==> src/rtl/regv_pkg.sv <==
package regv_pkg;
    typedef enum logic [2:0] {
        VW_W64 = 3'd0,
        VW_W32 = 3'd1,
        VW_W16 = 3'd2,
        VW_LO8 = 3'd3,
        VW_HI8 = 3'd4
    } view_e;
endpackage

==> src/rtl/regv_access_check.sv <==
module regv_access_check #(
    parameter int NREGS   = 16,
    parameter int HB_REGS = 4,
    localparam int IDX_W  = $clog2(NREGS)
) (
    input  logic [IDX_W-1:0] idx,
    input  logic [2:0]       view,
    output logic             legal
);
    import regv_pkg::*;

    always_comb begin
        case (view_e'(view))
            VW_W64, VW_W32, VW_W16, VW_LO8: legal = 1'b1;
            VW_HI8:                         legal = (32'(idx) < HB_REGS);
            default:                        legal = 1'b0;
        endcase
    end
endmodule

==> src/rtl/regv_read_view.sv <==
module regv_read_view #(
    parameter int XLEN  = 64,
    localparam int HALF = XLEN / 2
) (
    input  logic            clk,
    input  logic            rst_n,
    input  logic [XLEN-1:0] word,
    input  logic [2:0]      view,
    input  logic            legal,
    output logic [XLEN-1:0] data,
    output logic            err
);
    import regv_pkg::*;

    assign err = !legal;

    always_comb begin
        data = '0;
        if (legal) begin
            case (view_e'(view))
                VW_W64: data = word;
                VW_W32: data[HALF-1:0] = word[HALF-1:0];
                VW_W16: data[15:0] = word[15:0];
                VW_LO8: data[7:0] = word[7:0];
                VW_HI8: data[7:0] = word[15:8];
                default: data = '0;
            endcase
        end
    end


    rd_err_zero_chk: assert property (@(posedge clk) disable iff (!rst_n)
        err |-> (data == '0));


    rd_zext_chk: assert property (@(posedge clk) disable iff (!rst_n)
        (!err && view == 3'd1) |-> (data[XLEN-1:HALF] == '0));


    rd_hibyte_chk: assert property (@(posedge clk) disable iff (!rst_n)
        (!err && view == 3'd4) |-> (data[XLEN-1:8] == '0 && data[7:0] == word[15:8]));
endmodule

==> src/rtl/regv_write_merge.sv <==
module regv_write_merge #(
    parameter int XLEN  = 64,
    localparam int HALF = XLEN / 2
) (
    input  logic [XLEN-1:0] old_word,
    input  logic [XLEN-1:0] wdata,
    input  logic [2:0]      view,
    output logic [XLEN-1:0] new_word
);
    import regv_pkg::*;

    always_comb begin
        new_word = old_word;
        case (view_e'(view))
            VW_W64: new_word = wdata;
            VW_W32: new_word = {{HALF{1'b0}}, wdata[HALF-1:0]};
            VW_W16: new_word[15:0] = wdata[15:0];
            VW_LO8: new_word[7:0] = wdata[7:0];
            VW_HI8: new_word[15:8] = wdata[7:0];
            default: new_word = old_word;
        endcase
    end
endmodule

==> src/rtl/regv_file.sv <==
module regv_file #(
    parameter int NREGS   = 16,
    parameter int XLEN    = 64,
    parameter int HB_REGS = 4,
    localparam int IDX_W  = $clog2(NREGS),
    localparam int HALF   = XLEN / 2
) (
    input  logic             clk,
    input  logic             rst_n,
    input  logic [IDX_W-1:0] rd0_idx,
    input  logic [2:0]       rd0_view,
    output logic [XLEN-1:0]  rd0_data,
    output logic             rd0_err,
    input  logic [IDX_W-1:0] rd1_idx,
    input  logic [2:0]       rd1_view,
    output logic [XLEN-1:0]  rd1_data,
    output logic             rd1_err,
    input  logic             wr_en,
    input  logic [IDX_W-1:0] wr_idx,
    input  logic [2:0]       wr_view,
    input  logic [XLEN-1:0]  wr_data,
    output logic             wr_err
);
    logic [XLEN-1:0] regs [NREGS];
    logic            wr_legal;
    logic            rd0_legal;
    logic            rd1_legal;
    logic [XLEN-1:0] merged;

    regv_access_check #(.NREGS(NREGS), .HB_REGS(HB_REGS)) u_wchk (
        .idx(wr_idx), .view(wr_view), .legal(wr_legal));
    regv_access_check #(.NREGS(NREGS), .HB_REGS(HB_REGS)) u_r0chk (
        .idx(rd0_idx), .view(rd0_view), .legal(rd0_legal));
    regv_access_check #(.NREGS(NREGS), .HB_REGS(HB_REGS)) u_r1chk (
        .idx(rd1_idx), .view(rd1_view), .legal(rd1_legal));

    assign wr_err = wr_en && !wr_legal;

    regv_write_merge #(.XLEN(XLEN)) u_merge (
        .old_word(regs[wr_idx]), .wdata(wr_data), .view(wr_view), .new_word(merged));

    for (genvar g = 0; g < NREGS; g++) begin : g_entry
        always_ff @(posedge clk or negedge rst_n) begin
            if (!rst_n)
                regs[g] <= '0;
            else if (wr_en && wr_legal && (32'(wr_idx) == g))
                regs[g] <= merged;
        end
    end

    regv_read_view #(.XLEN(XLEN)) u_rd0 (
        .clk(clk), .rst_n(rst_n), .word(regs[rd0_idx]), .view(rd0_view),
        .legal(rd0_legal), .data(rd0_data), .err(rd0_err));
    regv_read_view #(.XLEN(XLEN)) u_rd1 (
        .clk(clk), .rst_n(rst_n), .word(regs[rd1_idx]), .view(rd1_view),
        .legal(rd1_legal), .data(rd1_data), .err(rd1_err));


    wr_illegal_hold_chk: assert property (@(posedge clk) disable iff (!rst_n)
        wr_err |=> (regs[$past(wr_idx)] == $past(regs[wr_idx])));


    wr_w32_clear_chk: assert property (@(posedge clk) disable iff (!rst_n)
        (wr_en && !wr_err && wr_view == 3'd1) |=> (regs[$past(wr_idx)][XLEN-1:HALF] == '0));


    wr_w16_keep_chk: assert property (@(posedge clk) disable iff (!rst_n)
        (wr_en && !wr_err && wr_view == 3'd2)
        |=> (regs[$past(wr_idx)][XLEN-1:16] == $past(regs[wr_idx][XLEN-1:16])));


    wr_hi8_keep_chk: assert property (@(posedge clk) disable iff (!rst_n)
        (wr_en && !wr_err && wr_view == 3'd4)
        |=> (regs[$past(wr_idx)][7:0] == $past(regs[wr_idx][7:0])));
endmodule

==> config.mk <==
export PLATFORM = sky130hd
export DESIGN_NAME = regv_file
export DESIGN_NICKNAME = d
export VERILOG_FILES = /design/src/rtl/regv_pkg.sv /design/src/rtl/regv_access_check.sv /design/src/rtl/regv_read_view.sv /design/src/rtl/regv_write_merge.sv /design/src/rtl/regv_file.sv
export SDC_FILE = /design/constraint.sdc
export NUM_CORES = 2
export LEC_CHECK = 0
export BUFFER_PORTS_ARGS = -buffer_cell sky130_fd_sc_hd__buf_2
export CAP_MARGIN = 20
export CORE_MARGIN = 2
export CORE_UTILIZATION = 30
export CTS_CLUSTER_SIZE = 12
export DETAILED_ROUTE_END_ITERATION = 16
export SETUP_SLACK_MARGIN = 0.4
export SYNTH_ARGS = -nofsm -noshare
export SYNTH_HDL_FRONTEND = slang
export SYNTH_SLANG_ARGS = --single-unit
==> constraint.sdc <==
create_clock -name clk -period 3.4 [get_ports clk]
set_clock_uncertainty 0.2 [all_clocks]
set_input_delay 0.17 -clock clk [delete_from_list [all_inputs] [get_ports clk]]
set_output_delay 0.17 -clock clk [all_outputs]
set_load 0.01 [all_outputs]
==> run summary <==
Hold crit path type -> input port to flop
DRC viols -> 0
H-tree levels -> 3
Async SR Flop Fraction -> 100%
CTS tree -> done
Area Growth Syn to Fin -> 16.6%
RePlAce Congestion -> 0.879
Top FF cell, synth -> dfrtp_1
Synth cell count leaders -> dfrtp_1, nor2_1, mux4_2
Layout cells sized above 1 -> 35.0%
Max reg flops -> 1,024
Sequential standard cell area -> 25,600 um^2
FF+latch count, synth -> 1,024
RSZ-0062 raised after global routing -> yes
Largest cells by area after synthesis -> dfrtp_1, mux4_2, mux2_2, nor2_1, mux2i_1
Die W -> 463 um
Critical path's slowest cell -> a21oi_1
Sequential Power Share -> 42.0%
Final worst slack -> 422 ps
Die area -> 214,000 um^2
Row cnt -> 168
FF-to-FF setup slack -> 1100 ps
Post-route ant nets -> 0
Ys Warns -> 0
Hpwl dp -> 144,000 um
Syn Nets -> 5,206
Final core occ -> 35.1%
Crit. End Element -> output port
Design Power -> 43,700 uW
Fin Setup TNS -> 0 ps
Internal power -> 29,600 uW
Clk network pwr share -> 29.4%
Clock transition at path regs -> 70 ps
Fill count -> 20.3k
Slowest Stage Delay on Critical Path -> 500 ps
Hold slack final -> 31.2 ps
Crit path launch type -> flop
Via Count -> 48.9k
Drt pass-1 iters -> 6
Worst-Skew Late Latency -> 770 ps
Initial Util -> 30.1%
Largest registers -> regs x1024
CP Class -> flop to output port
Logic pwr share -> 28.6%
Root Buffer -> clkbuf_16
Synth cell types -> 57
Largest area contributor in the synthesized netlist -> dfrtp_1
Top-area cell type share of the netlist area -> 40.6%
Net load switching power -> 14,100 uW
Clock buffer count from CTS -> 115
Largest net degree at the start of global routing -> 94
Worst-margin pin slew -> 1220 ps
Worst setup path endpoint -> rd1_data[10]
# IOs -> 219
Final setup violation count -> 0
Max_slew headroom -> 18.2%
Worst r2r dst -> regs[912]
First DRT Iteration DRCs -> 5,752
Final Max Slew Viols -> 0
Port buffer count -> 218
Initial antenna violation count -> 7
Global-route wire length before repair -> 334,000 um
Static leakage -> 0.0294 uW
Diode count -> 0
Most numerous cell in the Yosys netlist -> dfrtp_1
Worst Reg-to-Reg Cells -> 4
Nets -> 5,391
Global route overflow -> 0
Max-cap viol count -> 0
Largest fanout on the critical path -> 4
CTS sink count -> 1,024
Critical-path cell list -> mux4_2 -> mux2i_4 -> or2_2 -> a21oi_1 -> buf_2
Mapped Cells -> 5,118
Switching portion of total power -> 32.4%
Mapped Area -> 63,100 um^2
Die Y -> 463 um
CP Launch Point -> regs[906]
Maximum VDD drop -> 453 uV
Final hold viol count -> 0
Register area share after synthesis -> 40.6%
EDFF count, synth -> 0
Total Wirelength -> 227,000 um
Syn avg cell area -> 12.3 um^2
Final min period -> 2980 ps
PD cells -> 594 nW/um^2
GRT Util Overall -> 20.7%
Worst Setup Slack post-DPL -> 433 ps
Vias/cell -> 5.96
Biggest register -> regs
Max Freq -> 336 MHz
Drt wl/cell -> 27.6 um
Clock buffer depth -> 3
Number of global-route vias before repair -> 48.5k
WP data arrival -> 2610 ps
Tcrit/Tclk final -> 87.6%
Status -> complete, no violations
Required time of the critical path -> 3030 ps
FF-to-FF Start -> regs[720]
CORE AREA -> 209,000 um^2
Footprint of the multi-input gates -> 35,300 um^2
[cells by family (layout without fill, tap and decap cells)]
logic type	after synthesis	after routing	share of synthesized area (%)
buffers and inverters	524	799	3.94
adder cells (fa/ha/maj)	1	1	0.0159
AND/OR/NAND/NOR	1113	1113	7.85
flip-flops	1024	1024	40.6
multiplexers	1294	1294	35.1
AO/OA/AOI/OAI	1162	1162	12.5
[worst max-delay path, delay by kind of cell, from the launching register on]
family                 cells  cell delay (ps)
DFF                        1              410
muxes                      2              390
AOI/OAI and AO/OA          1              500
and+or+nand+nor            1              290
buffers and inverters      1              240
[per-layer routing]
layer	GRT usage [%]	share of wire (%)	up-vias
li1	-	-	20200
met1	27.1	39	25400
met2	32.1	46	2716
met3	4.65	9.4	575
met4	10.4	5.7	4
met5	0	0.012	-
[cell usage in the layout (no fill, tap or decap), drive strengths merged, types with 19 or more instances in the layout]
master	netlist	layout
a211oi	109	109
a21oi	466	466
a221oi	24	24
a22oi	96	96
a31oi	368	368
a32o	32	32
buf	264	533
clkbuf	259	169
clkinv	0	25
dfrtp	1024	1024
dlygate4sd3	0	56
mux2	314	314
mux2i	275	275
mux4	705	705
nand2	105	105
nand2b	20	20
nor2	789	789
nor2b	105	105
o221ai	19	19
o31ai	32	32
[through the flow]
stage                     instance area [um^2]  instances
after global placement                   68800       7910
after floorplan                          63100       5118
final                                    73600       8198
after CTS                                73300       8167
after detailed placement                 68800       7910
after global routing                     73600       8198
[power by group through the flow]
stage | Clock, uW | Combinational (uW) | Sequential (uW)
after floorplan | 0 | 9430 | 17300
after global placement | 0 | 12000 | 18100
after detailed placement | 0 | 12300 | 18400
after CTS | 13100 | 12400 | 18200
after global routing | 13600 | 13500 | 18700
final | 12900 | 12500 | 18300
[worst min path at each step]
stage	to	from	cells after the start	slack, ps
3_3_place_gp	regs[674]	rst_n	1	60
5_1_grt	regs[21]	wr_data[21]	4	10
3_5_place_dp	regs[674]	rst_n	1	70
6_report	regs[661]	wr_data[21]	4	30
4_1_cts	regs[790]	wr_data[22]	4	20
2_1_floorplan	regs[0]	rst_n	0	-330
[layout make-up]
cell class / count / area share, %
clock buffers: 167 / 4.56
flip-flops and latches: 1024 / 34.8
inverters: 1 / 0.00510
repair buffers: 591 / 7.21
well taps: 2805 / 4.77
multi-input cells: 3570 / 48.0
clock inverters: 40 / 0.679
[repair_timing]
action	4_1_cts	5_1_grt
endpoints found under the hold margin	1281	26
setup endpoints to repair	18	14
gates resized for setup	21	10
buffers inserted	0	10
hold buffers	50	7
(Power assumes the default switching activity.)
